## config.mk

```make
export PLATFORM = sky130hd
export DESIGN_NAME = mrm_len_resolver
export DESIGN_NICKNAME = d
export VERILOG_FILES = /design/src/rtl/mrm_len_pkg.sv /design/src/rtl/mrm_disp_dec.sv /design/src/rtl/grp3_imm_fix.sv /design/src/rtl/phase_pick.sv /design/src/rtl/mrm_len_resolver.sv
export SDC_FILE = /design/constraint.sdc
export NUM_CORES = 1
export LEC_CHECK = 0
export BUFFER_PORTS_ARGS = -buffer_cell sky130_fd_sc_hd__buf_2
export CAP_MARGIN = 15
export CORE_MARGIN = 8
export CORE_UTILIZATION = 37
export DETAILED_ROUTE_END_ITERATION = 8
export MAX_ROUTING_LAYER = met4
export PLACE_DENSITY = 0.81
export SYNTH_ARGS = -nofsm -noshare
export SYNTH_HDL_FRONTEND = slang
export SYNTH_SLANG_ARGS = --single-unit
```

## constraint.sdc

```tcl
create_clock -name clk -period 1.5 [get_ports clk]
set_input_delay 0.225 -clock clk [delete_from_list [all_inputs] [get_ports clk]]
set_output_delay 0.225 -clock clk [all_outputs]
set_load 0.02 [all_outputs]
```

## src/rtl/mrm_len_pkg.sv

```systemverilog
package mrm_len_pkg;
  localparam int LEN_W = 4;
  typedef enum logic [1:0] {
    PH_DONE = 2'd0,
    PH_SIB  = 2'd1,
    PH_DISP = 2'd2,
    PH_IMM  = 2'd3
  } phase_e;
  localparam logic [1:0] ASZ_16 = 2'd0;
endpackage

```

## src/rtl/mrm_disp_dec.sv

```systemverilog
module mrm_disp_dec #(
  parameter int LEN_W = 4
) (
  input  logic [1:0]       md,
  input  logic [2:0]       rm,
  input  logic             a16,
  output logic [LEN_W-1:0] disp,
  output logic             has_sib
);
  localparam logic [LEN_W-1:0] L0 = '0;
  localparam logic [LEN_W-1:0] L1 = LEN_W'(1);
  localparam logic [LEN_W-1:0] L2 = LEN_W'(2);
  localparam logic [LEN_W-1:0] L4 = LEN_W'(4);

  always_comb begin
    if (a16) begin
      if ((md == 2'd0 && rm == 3'd6) || md == 2'd2) disp = L2;
      else if (md == 2'd1)                          disp = L1;
      else                                          disp = L0;
    end else begin
      if ((md == 2'd0 && rm == 3'd5) || md == 2'd2) disp = L4;
      else if (md == 2'd1)                          disp = L1;
      else                                          disp = L0;
    end
    has_sib = (rm == 3'd4) && (md != 2'd3) && !a16;
  end
endmodule

```

## src/rtl/grp3_imm_fix.sv

```systemverilog
module grp3_imm_fix #(
  parameter int LEN_W = 4
) (
  input  logic             one_byte_map,
  input  logic [7:0]       opc,
  input  logic [1:0]       reg_hi,
  input  logic [LEN_W-1:0] opnd,
  input  logic [LEN_W-1:0] imm_i,
  output logic [LEN_W-1:0] imm_o
);
  localparam logic [LEN_W-1:0] CAP = LEN_W'(4);
  localparam logic [LEN_W-1:0] WIDE = LEN_W'(8);

  always_comb begin
    imm_o = imm_i;
    if (one_byte_map && reg_hi == 2'b00) begin
      if (opc == 8'hF6)      imm_o = LEN_W'(1);
      else if (opc == 8'hF7) imm_o = (opnd == WIDE) ? CAP : opnd;
    end
  end
endmodule

```

## src/rtl/phase_pick.sv

```systemverilog
module phase_pick
  import mrm_len_pkg::*;
#(
  parameter int LEN_W = 4
) (
  input  logic             want_sib,
  input  logic [LEN_W-1:0] disp,
  input  logic [LEN_W-1:0] imm,
  output phase_e           nxt
);
  always_comb begin
    if (want_sib)        nxt = PH_SIB;
    else if (disp != '0) nxt = PH_DISP;
    else if (imm != '0)  nxt = PH_IMM;
    else                 nxt = PH_DONE;
  end
endmodule

```

## src/rtl/mrm_len_resolver.sv

```systemverilog
module mrm_len_resolver
  import mrm_len_pkg::*;
#(
  parameter int BYTE_W = 8,
  parameter int LW     = LEN_W
) (
  input  logic              clk,
  input  logic              rst,
  input  logic              mrm_vld,
  input  logic [BYTE_W-1:0] mrm_byte,
  input  logic              sib_vld,
  input  logic [BYTE_W-1:0] sib_byte,
  input  logic [1:0]        addr_sz,
  input  logic [1:0]        op_map,
  input  logic [7:0]        opcode,
  input  logic [LW-1:0]     opnd_sz,
  input  logic [LW-1:0]     imm_in,
  output logic [LW-1:0]     disp_len,
  output logic              sib_next,
  output logic [LW-1:0]     imm_len,
  output logic [1:0]        phase,
  output logic              out_vld,
  output logic [BYTE_W-1:0] mrm_q
);
  localparam logic [2:0] NOBASE = 3'd5;

  logic [LW-1:0] m_disp, m_imm, s_disp;
  logic          m_sib;
  phase_e        m_ph, s_ph;
  logic          sib_take;
  logic          unused_sib_hi;

  assign unused_sib_hi = ^sib_byte[BYTE_W-1:3];

  mrm_disp_dec #(.LEN_W(LW)) u_disp (
    .md(mrm_byte[7:6]), .rm(mrm_byte[2:0]), .a16(addr_sz == ASZ_16),
    .disp(m_disp), .has_sib(m_sib)
  );

  grp3_imm_fix #(.LEN_W(LW)) u_imm (
    .one_byte_map(op_map == 2'd0), .opc(opcode), .reg_hi(mrm_byte[5:4]),
    .opnd(opnd_sz), .imm_i(imm_in), .imm_o(m_imm)
  );

  phase_pick #(.LEN_W(LW)) u_ph_m (
    .want_sib(m_sib), .disp(m_disp), .imm(m_imm), .nxt(m_ph)
  );

  assign s_disp = (mrm_q[7:6] == 2'd0 && sib_byte[2:0] == NOBASE) ? LW'(4) : disp_len;

  phase_pick #(.LEN_W(LW)) u_ph_s (
    .want_sib(1'b0), .disp(s_disp), .imm(imm_len), .nxt(s_ph)
  );

  assign sib_take = sib_vld && !mrm_vld && (phase == PH_SIB);

  always_ff @(posedge clk) begin
    if (rst) begin
      disp_len <= '0;
      sib_next <= 1'b0;
      imm_len  <= '0;
      phase    <= PH_DONE;
      out_vld  <= 1'b0;
      mrm_q    <= '0;
    end else begin
      out_vld <= mrm_vld || sib_take;
      if (mrm_vld) begin
        disp_len <= m_disp;
        sib_next <= m_sib;
        imm_len  <= m_imm;
        phase    <= m_ph;
        mrm_q    <= mrm_byte;
      end else if (sib_take) begin
        disp_len <= s_disp;
        sib_next <= 1'b0;
        phase    <= s_ph;
      end
    end
  end
endmodule

```

==> results.cfg <==
[place]
routabilityCongestion = 0.835
dp_cells = 206
post-place-ws_ns = -0.353
dp_hpwl_mm = 2.55
portBuffers = 54

[final_layout]
area_growth_pct = 47.3
drive_above_1_share_pct = 46.7
n_antenna_cell = 0
final_nets = 221
stdcell_count = 211
utilization_pct = 56.0

[clock_tree]
postCtsHoldBufs = 0
clockBufferDepth = 2
path_clk_slew_ns = 0.12
cts_buffers = 3
clockRootBuffer = clkbuf_4
cts_tree = done
h-tree-depth = 1
clk-insertion-delay-late_ns = 0.31
cts_sinks = 20

[logic_synthesis]
yosys.cell_types.count = 33
synth_seq_area_share_pct = 38.8
synth_area_um2 = 1030
synthTopCellsByArea = dfxtp_1 39%, mux2i_1 11%, nor2_1 5.1%
avgSynthCellArea_um2 = 9.12
synth-simple-area-share_pct = 28.6
synth_nets = 153
yosys.area_share.xor_xnor_pct = 0
synth_top_area_share_pct = 38.8
synth_fa_ha_area_share_pct = 0
synth_seq_cells = 20
synth_top_family_by_area = simple AND/OR/NAND/NOR gates
postSynthCellCount = 113
yosys.area.top_type = dfxtp_1
yosys_warnings = 0
muxShareOfSynthArea_pct = 10.7
synth_compound_area_share_pct = 17.8

[floorplan]
initial_core_util_pct = 38.0
die_x_um = 68.8
num_io_pins = 60
rows = 19
core_area_um2 = 2710
dieHeight_um = 68.8
dieArea_um2 = 4730

[route]
drt-total-wl_mm = 3.19
vias = 1123
wl_per_cell_um = 15.1
antenna_left = 0
first_pass_iters = 4
drc = 0
dr.first_iter.drc_count = 28
avgViaCountPerCell = 5.32

[power]
power_w = 0.00122
power_frac_seq_pct = 48.1
pwr-share-clk_pct = 26.4
p_int_w = 0.000858
pwr-share-comb_pct = 25.6
p_sw_w = 0.000358
leakagePower_nw = 0.739
vdd_drop_max_mv = 0.552
switching_share_pct = 29.4
cellPowerDensity_nw_per_um2 = 800

[setup_path]
slowest_delay_ns = 0.41
crit_family = simple AND/OR/NAND/NOR gates
r2r_start = mrm_q[6]
worstPathRequired_ns = 1.70
startpoint = mrm_byte[4]
crit_type = input port to flop
startpoint_type = input port
cp_slowest_cell = or3_4
crit_chain = buf_6 > or3_4 > nor4_4 > mux2i_1 > nand4_1 > a211o_1
path_max_fanout = 3
worstPathArrival_ns = 1.73
crit_buf_inv = 1
end_kind = flop

[grt]
grt_pass1_wl_mm = 5.32
grt_start_max_net_pins = 23
antenna_found_initial = 0
grt_pass1_vias = 1199
overflow = 0
grt_util_all_layers_pct = 14.7

[outcome]
status = finished, violations left
failed_checks = negative setup slack

[sta]
finalCritPeriodShare_pct = 102
tns_ns = -0.0236
layout_setup_ws_ns = -0.0236
fin_crit_ns = 1.52
skew_ns = 0.00509
setup_violations = 1
final_hold_viol_count = 0
max_slew_margin_pct = 74.3
grt_setup_unrepaired = true
fmax_mhz = 656
worstMarginPinSlew_ns = 0.386
slew_violations = 0

[worst_hold_path]
min_from = mrm_byte[5]
hp-class = input port to flop

[run]
drv_cap = 0
[layout by cell type, fill, tap and decap left out, types with 3 or more instances in the layout]
cell type,instances
a211oi_1,3
buf_4,14
nor2_1,14
clkbuf_4,3
dfxtp_1,19
a21oi_1,6
nor3_1,3
nor4b_1,3
buf_2,52
mux2i_1,11
nand2_1,6
a31oi_1,3
nor2b_1,3
inv_1,6
[worst min-delay path, cell delays in order]
cell and delay, ns:
buf_6 0.07, mux2i_1 0.05, nor2_1 0.08
[worst paths after layout]
kind	to	depth (start not counted)	slack [ns]
worst max register to register	phase[0]	5	0
worst max-delay path	phase[0]	6	-0.02
worst min register to register	disp_len[2]	2	0.50
worst min-delay path	mrm_q[5]	3	0.14
[synth_stat cells, drive strengths merged]
library cell  number
nor2b              3
a21oi              6
and2               1
nor4b              4
dfxtp             20
nor4               4
o31a               1
o21a               1
a21o               2
o21ba              2
a221oi             1
buf                1
o21ai              2
mux2i             11
a41oi              2
a211oi             3
nor3               4
nand4bb            1
clkbuf             4
a211o              2
a31oi              3
nand2              6
nand4              2
or3                2
nor2              14
nand2b             1
inv                6
o31ai              1
and3b              2
nor3b              1
[state kept, by name, summed over array words and instances (netlist names)]
register / count
sib_next: 1
out_vld: 1
disp_len: 4
imm_len: 4
phase: 2
mrm_q: 8
[stage by stage]
| stage | cell area (um^2) | hold WS [ns] |
|---|---|---|
| detailed placement | 1420 | 0.477 |
| finish | 1520 | 0.144 |
| global route | 1520 | 0.182 |
| global placement | 1420 | 0.463 |
| CTS | 1480 | 0.152 |
| floorplan | 1030 | 0.372 |
[area by class of cell]
cell class / instances / area [um^2]
clock buffers: 4 / 36.3
fillers: 259 / 1190
inverters: 6 / 22.5
multi-input cells: 82 / 632
flip-flops and latches: 20 / 402
well taps: 31 / 38.8
repair buffers: 68 / 388
[per-layer routing]
metal,vias to the layer above,wire length (um),global-route usage (%)
met3,6,190,2.75
li1,553,-,-
met4,0,67,6.77
met2,46,1640,23.9
met1,518,1290,17.3
met5,-,0,-
[power by group through the flow]
stage / logic [W] / registers, W / clock network [W]
after floorplan: 0.000114 / 0.000630 / 0
after global placement: 0.000287 / 0.000589 / 0
after detailed placement: 0.000294 / 0.000592 / 0
after CTS: 0.000302 / 0.000583 / 0.000323
after global routing: 0.000340 / 0.000588 / 0.000339
final: 0.000311 / 0.000584 / 0.000321
[logic make-up after synthesis]
group	count (synthesis)
flops	20
mux	11
buf+inv	11
compound gates	26
simple gates	45
[repair_timing]
item / CTS / global route
gates resized for setup: 5 / 4
pin swaps: 1 / 1
buffers inserted: 0 / 1
endpoints found under the setup margin: 2 / 2
endpoints found under the hold margin: 0 / 0
(Power assumes the default switching activity.)
